File: config.mk
export PLATFORM = sky130hd
export DESIGN_NAME = usb_line_classifier
export DESIGN_NICKNAME = d
export VERILOG_FILES = /design/src/rtl/usb_lc_pkg.sv /design/src/rtl/usb_lc_sync.sv /design/src/rtl/usb_lc_se0_timer.sv /design/src/rtl/usb_lc_speed_ctl.sv /design/src/rtl/usb_lc_symbol.sv /design/src/rtl/usb_line_classifier.sv
export SDC_FILE = /design/constraint.sdc
export NUM_CORES = 1
export LEC_CHECK = 0
export BUFFER_PORTS_ARGS = -buffer_cell sky130_fd_sc_hd__clkbuf_2
export CORE_ASPECT_RATIO = 1.2
export CORE_MARGIN = 5
export CORE_UTILIZATION = 55
export DETAILED_ROUTE_END_ITERATION = 6
export PLACE_DENSITY = 0.75
export SLEW_MARGIN = 15
export SYNTH_ARGS = -nofsm -noshare
export SYNTH_HDL_FRONTEND = slang
export SYNTH_SLANG_ARGS = --single-unit
File: constraint.sdc
create_clock -name clk -period 4.6 [get_ports clk]
set_clock_uncertainty 0.15 [all_clocks]
set_input_delay 0.69 -clock clk [delete_from_list [all_inputs] [get_ports clk]]
set_output_delay 0.69 -clock clk [all_outputs]
set_load 0.05 [all_outputs]
File: src/rtl/usb_lc_pkg.sv
// Shared encodings for the USB line-state classifier.
// Assumes: codes are visible at the top ports as plain 2-bit values.
package usb_lc_pkg;
    typedef enum logic [1:0] {
        SYM_SE0 = 2'd0,
        SYM_J   = 2'd1,
        SYM_K   = 2'd2,
        SYM_SE1 = 2'd3
    } sym_t;

    typedef enum logic [1:0] {
        SPD_FULL    = 2'd0,
        SPD_LOW     = 2'd1,
        SPD_LR_FPOL = 2'd2
    } spd_t;

    localparam logic [1:0] CFG_FULL = 2'd1;
    localparam logic [1:0] CFG_LOW  = 2'd2;
endpackage

File: src/rtl/usb_lc_sync.sv
// Multi-flop synchronizer for a bundle of asynchronous lines.
// Assumes: each line is quasi-static for more than one sample; the bits are
// synchronized independently, so skew between them is handled downstream.
module usb_lc_sync #(
    parameter int WIDTH  = 2,
    parameter int STAGES = 2
) (
    input  logic             clk,
    input  logic             rst_n,
    input  logic [WIDTH-1:0] async_in,
    output logic [WIDTH-1:0] sync_out
);
    logic [STAGES-1:0] chain [WIDTH];

    for (genvar b = 0; b < WIDTH; b++) begin : g_bit
        // Shift the raw line through the synchronizer stages.
        always_ff @(posedge clk) begin
            if (!rst_n) chain[b] <= '0;
            else        chain[b] <= {chain[b][STAGES-2:0], async_in[b]};
        end
        assign sync_out[b] = chain[b][STAGES-1];
    end
endmodule

File: src/rtl/usb_lc_se0_timer.sv
// Times single-ended-zero periods and classifies them when they end.
// Assumes: dp/dm are synchronized; line_valid marks samples worth counting.
// The count saturates just above the reset threshold.
module usb_lc_se0_timer
    import usb_lc_pkg::*;
#(
    parameter int RESET_CYC = 120,
    parameter int KA_CYC    = 57,
    parameter int LEARN_CYC = 2
) (
    input  logic       clk,
    input  logic       rst_n,
    input  logic       line_valid,
    input  logic       dp,
    input  logic       dm,
    input  logic [1:0] cur_mode,
    output logic       se0_end,
    output logic       end_is_reset,
    output logic       end_learn_ok,
    output logic       bus_reset,
    output logic       keep_alive
);
    localparam int SAT   = RESET_CYC + 1;
    localparam int CNT_W = $clog2(SAT + 1);
    localparam logic [CNT_W-1:0] SAT_V   = CNT_W'(SAT);
    localparam logic [CNT_W-1:0] RST_V   = CNT_W'(RESET_CYC);
    localparam logic [CNT_W-1:0] KA_V    = CNT_W'(KA_CYC);
    localparam logic [CNT_W-1:0] LEARN_V = CNT_W'(LEARN_CYC);

    logic [CNT_W-1:0] cnt;
    logic             line_se0;
    logic             ka_window;

    // Decode the current sample and the end-of-period classes.
    always_comb begin
        line_se0     = line_valid && !dp && !dm;
        se0_end      = line_valid && !line_se0 && (cnt != '0);
        end_is_reset = se0_end && (cnt > RST_V);
        end_learn_ok = se0_end && (cnt >= LEARN_V);
        ka_window    = (cnt > KA_V) && (cnt <= RST_V);
    end

    // Count SE0 samples and issue the one-cycle event pulses.
    always_ff @(posedge clk) begin
        if (!rst_n) begin
            cnt        <= '0;
            bus_reset  <= 1'b0;
            keep_alive <= 1'b0;
        end else begin
            bus_reset  <= end_is_reset;
            keep_alive <= se0_end && ka_window && (cur_mode == SPD_LOW);
            if (!line_se0)       cnt <= '0;
            else if (cnt != SAT_V) cnt <= cnt + 1'b1;
        end
    end
endmodule

File: src/rtl/usb_lc_speed_ctl.sv
// Holds the speed mode: forced by configuration, learned from the idle level,
// restored on bus reset, and switched to low-rate full-polarity on request.
// Assumes: cfg_mode changes only while rst_n is low.
module usb_lc_speed_ctl
    import usb_lc_pkg::*;
(
    input  logic       clk,
    input  logic       rst_n,
    input  logic [1:0] cfg_mode,
    input  logic       first_sample,
    input  logic       dp,
    input  logic       dm,
    input  logic       se0_end,
    input  logic       end_is_reset,
    input  logic       end_learn_ok,
    input  logic       pre_req,
    output logic [1:0] mode
);
    logic       is_auto;
    logic [1:0] cfg_default;
    logic [1:0] learned;
    logic [1:0] mode_nx;

    // Work out the configured default and the level-learned speed.
    always_comb begin
        is_auto     = (cfg_mode != CFG_FULL) && (cfg_mode != CFG_LOW);
        cfg_default = (cfg_mode == CFG_LOW) ? SPD_LOW : SPD_FULL;
        learned     = mode;
        if (dp && !dm)      learned = SPD_FULL;
        else if (!dp && dm) learned = SPD_LOW;
    end

    // Choose the next mode; a preamble request wins over everything else.
    always_comb begin
        mode_nx = mode;
        if (first_sample && is_auto) mode_nx = learned;
        if (se0_end) begin
            if (end_is_reset) mode_nx = cfg_default;
            if (is_auto && end_learn_ok) begin
                if (dp != dm) mode_nx = learned;
            end
        end
        if (pre_req) mode_nx = SPD_LR_FPOL;
    end

    // Register the speed mode.
    always_ff @(posedge clk) begin
        if (!rst_n) mode <= cfg_default;
        else        mode <= mode_nx;
    end
endmodule

File: src/rtl/usb_lc_symbol.sv
// Maps the synchronized line pair to a registered symbol code using the
// polarity of the current speed mode.
// Assumes: output holds idle J until the synchronizer carries valid samples.
module usb_lc_symbol
    import usb_lc_pkg::*;
(
    input  logic       clk,
    input  logic       rst_n,
    input  logic       line_valid,
    input  logic       dp,
    input  logic       dm,
    input  logic [1:0] mode,
    output logic [1:0] sym
);
    logic       low_pol;
    logic [1:0] sym_nx;

    // Pick the symbol for the present sample.
    always_comb begin
        low_pol = (mode == SPD_LOW);
        case ({dp, dm})
            2'b00:   sym_nx = SYM_SE0;
            2'b11:   sym_nx = SYM_SE1;
            2'b10:   sym_nx = low_pol ? SYM_K : SYM_J;
            default: sym_nx = low_pol ? SYM_J : SYM_K;
        endcase
    end

    // Register the symbol code.
    always_ff @(posedge clk) begin
        if (!rst_n)          sym <= SYM_J;
        else if (line_valid) sym <= sym_nx;
    end
endmodule

File: src/rtl/usb_line_classifier.sv
// USB line-state and bus-event classifier top level.
// Assumes: clk oversamples the line (48 MHz for the default thresholds);
// dp_in/dm_in are asynchronous; cfg_mode is static outside reset.
module usb_line_classifier
    import usb_lc_pkg::*;
#(
    parameter int SYNC_STAGES = 2,
    parameter int RESET_CYC   = 120,
    parameter int KA_CYC      = 57,
    parameter int LEARN_CYC   = 2
) (
    input  logic       clk,
    input  logic       rst_n,
    input  logic       dp_in,
    input  logic       dm_in,
    input  logic [1:0] cfg_mode,
    input  logic       pre_req,
    output logic [1:0] sym_code,
    output logic [1:0] speed_mode,
    output logic       bus_reset,
    output logic       keep_alive
);
    localparam int FILL_W = $clog2(SYNC_STAGES + 2);
    localparam logic [FILL_W-1:0] FILL_DONE = FILL_W'(SYNC_STAGES);

    logic [1:0]        lines;
    logic [FILL_W-1:0] fill;
    logic              line_valid;
    logic              first_sample;
    logic              se0_end;
    logic              end_is_reset;
    logic              end_learn_ok;

    usb_lc_sync #(.WIDTH(2), .STAGES(SYNC_STAGES)) u_sync (
        .clk(clk), .rst_n(rst_n), .async_in({dp_in, dm_in}), .sync_out(lines)
    );

    // Track when the synchronizer has been filled after reset.
    always_ff @(posedge clk) begin
        if (!rst_n)              fill <= '0;
        else if (fill <= FILL_DONE) fill <= fill + 1'b1;
    end
    assign line_valid   = (fill >= FILL_DONE);
    assign first_sample = (fill == FILL_DONE);

    usb_lc_se0_timer #(.RESET_CYC(RESET_CYC), .KA_CYC(KA_CYC), .LEARN_CYC(LEARN_CYC)) u_timer (
        .clk(clk), .rst_n(rst_n), .line_valid(line_valid),
        .dp(lines[1]), .dm(lines[0]), .cur_mode(speed_mode),
        .se0_end(se0_end), .end_is_reset(end_is_reset), .end_learn_ok(end_learn_ok),
        .bus_reset(bus_reset), .keep_alive(keep_alive)
    );

    usb_lc_speed_ctl u_speed (
        .clk(clk), .rst_n(rst_n), .cfg_mode(cfg_mode), .first_sample(first_sample),
        .dp(lines[1]), .dm(lines[0]), .se0_end(se0_end), .end_is_reset(end_is_reset),
        .end_learn_ok(end_learn_ok), .pre_req(pre_req), .mode(speed_mode)
    );

    usb_lc_symbol u_sym (
        .clk(clk), .rst_n(rst_n), .line_valid(line_valid),
        .dp(lines[1]), .dm(lines[0]), .mode(speed_mode), .sym(sym_code)
    );
endmodule

==> key figures <==
Finish
  • FF+latch area: 380 um^2
  • Area growth from synthesis to layout: 8.07%
  • Non-Filler Instances: 145
  • Area occupied by multi-input gates: 598 um^2
  • Post-route cell area: 1120 um^2
  • Layout cells sized above 1: 16.7%
  • NumNets Final: 143
  • FILL cells: 174
  • Diodes inserted: 0

Global route
  • All-layer global routing usage: 14.4%
  • First-pass GRT wire length: 3240 um
  • Pin count of the biggest net entering global routing: 11
  • Number of global-route vias before repair: 794
  • GR Overflow Total: 0
  • Antenna violations before repair: 0

Timing
  • Min Tclk post-route: 2260 ps
  • Worst-margin pin slew: 654 ps
  • Max Clock Freq: 0.443 GHz
  • TNS Setup: 0 ps
  • RSZ-0062 raised after global routing: false
  • Final setup viols: 0
  • Share of the cycle needed by the critical path after routing: 49.1%
  • Slew Viols, Final: 0
  • Final Hold Viols: 0
  • Headroom to the max-slew limit: 56.0%

Setup path
  • Worst path max stage delay: 520 ps
  • Delay-heaviest family, CP: compound AO/OA/AOI/OAI gates
  • Critical path fanouts, max: 10
  • Worst setup EP type: register
  • Startpoint types: register
  • Crit path cell chain: ha_1 -> o221ai_1 -> or3_4 -> a2111oi_4 -> nor3_2
  • Worst Path Buf+Inv: 0
  • Arr. time, crit path: 2290 ps
  • Crit-path slowest cell: dfxtp_1
  • Critical Path RT: 4630 ps
  • Kind of critical path: register to register

Power
  • Total leakage power: 0.443 nW
  • Switching power total: 0.122 mW
  • Power Density: 328 nW/um^2
  • Int Power: 0.247 mW
  • Total power draw: 0.369 mW
  • Maximum VDD drop: 0.195 mV
  • Gate power share: 25.7%
  • Flop pwr share: 52.5%
  • Clock network power share: 21.8%
  • Switching part of the total: 33.0%

Logic synthesis
  • Mapped Cells: 113
  • Synthesized net count: 129
  • Mux cell area share after synthesis: 1.93%
  • Synth Warn #: 0
  • Complex-gate fraction of the synthesized area: 18.1%
  • Syn Area/Cell: 9.19 um^2
  • Netlist Area Pre-Place: 1040 um^2
  • XOR/XNOR Fraction of Synth Area: 5.06%
  • Seq/Total Area, Yosys: 36.6%
  • Adder-cell share of the synthesized area: 10.8%
  • Flops & latches, synth: 19
  • Synth Area in Simple Gates: 21.7%
  • Post-synth cell types: 38
  • Main combinational cell family by area after synthesis: simple AND/OR/NAND/NOR gates

Clocking
  • Clock sink total: 19
  • Post-cts hold buffer count: 0
  • CTS tree: done
  • CTS root buffer: clkbuf_4
  • Worst-skew pair later-pin latency: 290 ps
  • H-tree levels: 1
  • CTS clk-pin slew, worst paths: 100 ps
  • Post-CTS setup buffer count: 0
  • CTS resizes: 0
  • CTS Buffer Depth: 2
  • TritonCTS Buffers: 3

Placed design
  • Final GP Congestion: 0.895
  • Port-buffer cells: 12
  • Hpwl dp: 1490 um
  • Cell Area, Placed: 1100 um^2
  • Placed Cells: 141

Detailed routing
  • Initial DRC count: 13
  • Drt total wl: 1910 um
  • Total vias in the final route: 828
  • Routed len/inst: 13.2 um
  • Pre-antenna DRT Iters: 4
  • Via density: 5.71
  • Detail Route Antenna Nets: 0
  • Drt drc: 0

Floorplanning
  • Die X: 49.7 um
  • Core Region: 1830 um^2
  • Row Count: 17
  • Die Y-Extent: 57.6 um
  • Die Area: 2860 um^2
  • Initial Utilization: 56.8%
  • Io pins: 13

Flow run
  • Max Cap Violations: 0

Outcome
  • Status: completed

Min path
  • HP Class: register to register
[power groups by stage]
stage	registers, mW	logic, mW	clock network, mW
final	0.193	0.0949	0.0803
after global routing	0.196	0.104	0.0910
after CTS	0.193	0.0956	0.0842
after detailed placement	0.197	0.0951	0
after global placement	0.196	0.0932	0
after floorplan	0.213	0.0634	0
[worst reg2reg max path, cell delays in order (launching register included)]
cell and delay (ps):
dfxtp_1 520, ha_1 430, o221ai_1 220, or3_4 390, a2111oi_4 360, nor3_2 70
[cell usage in the layout, fill, tap and decap left out, types with 3 or more instances in the layout]
master and instances:
nor3_1 4, o21ai_0 4, a31oi_1 3, xnor2_1 4
clkbuf_2 12, and2_1 4, clkbuf_4 3, a21oi_1 3
nand2_1 5, dfxtp_1 19, ha_1 9, nor2_1 14
inv_1 9
[sequential cells by signal (all words and copies together), names as in the netlist]
signal / count
u_sync.chain: 4
fill: 2
u_timer.bus_reset: 1
u_speed.mode: 2
u_timer.cnt: 7
u_sym.sym: 2
u_timer.keep_alive: 1
[cell families (layout without fill, tap and decap cells)]
kind of cell             after synthesis  after routing
AND/OR/NAND/NOR                       42             42
XOR/XNOR                               6              6
AO/OA/AOI/OAI                         23             23
buffers and inverters                 12             25
adder cells (fa/ha/maj)                9              9
multiplexers                           2              2
flip-flops                            19             19
[cell usage after synthesis]
library cell	instances	area share (%)
a2111oi_0	1	0.84
a2111oi_4	1	2.7
a211o_1	1	0.84
a21oi_1	3	1.4
a221oi_1	1	0.84
a31oi_1	3	1.8
and2_1	4	2.4
and2b_1	1	0.72
and3_2	1	0.72
buf_2	1	0.48
buf_4	1	0.72
clkbuf_8	1	1.3
dfxtp_1	19	37
ha_1	9	11
inv_1	9	3.3
mux2i_1	2	1.9
nand2_1	5	1.8
nand2b_1	2	1.2
nand3_1	2	0.96
nand3_2	1	0.96
nor2_1	14	5.1
nor2b_1	1	0.60
nor3_1	4	1.9
nor3_2	1	0.96
nor3b_1	2	1.4
nor4_1	2	1.2
o2111ai_1	2	1.7
o211a_1	1	0.96
o211ai_1	1	0.72
o21ai_0	4	1.9
o221a_2	1	1.1
o221ai_1	2	1.7
o22ai_1	1	0.60
o311a_1	1	0.96
or3_1	1	0.60
or3_4	1	1.1
xnor2_1	4	3.4
xor2_1	2	1.7
[through the flow]
| step | setup WS [ps] | hold WS [ps] | utilization [%] |
|---|---|---|---|
| 5_1_grt | 2210 | 315 | 61.4 |
| 3_5_place_dp | 2390 | 271 | 59.9 |
| 2_1_floorplan | 2640 | 262 | - |
| 6_report | 2340 | 291 | 61.4 |
| 4_1_cts | 2370 | 295 | 61.4 |
| 3_3_place_gp | 2460 | 265 | 59.9 |
[per-layer routing]
layer	GRT usage (%)	vias to the layer above	routed length (um)
met2	22.9	18	894
li1	-	426	-
met5	0	-	0
met3	3.13	6	73
met1	17.1	378	887
met4	9.36	0	54
[cell type report]
type                            instances  share of cell area (%)
Multi-Input combinational cell         82                    53.3
Sequential cell                        19                    33.9
Inverter                                9                    3.01
Clock buffer                            4                    2.34
Tap cell                               19                    2.12
Timing Repair Buffer                   12                    5.35
[final timing paths]
check	startpoint	endpoint	slack, ps	cells past startpoint
setup / recovery	fill[1]	u_speed.mode[0]	2340	5
hold / removal	u_sync.chain[0][0]	u_sync.chain[0][1]	290	1
setup reg to reg	fill[1]	u_speed.mode[0]	2340	5
hold reg to reg	u_sync.chain[0][0]	u_sync.chain[0][1]	290	1
Note: power is estimated with default switching activity, not from simulation.
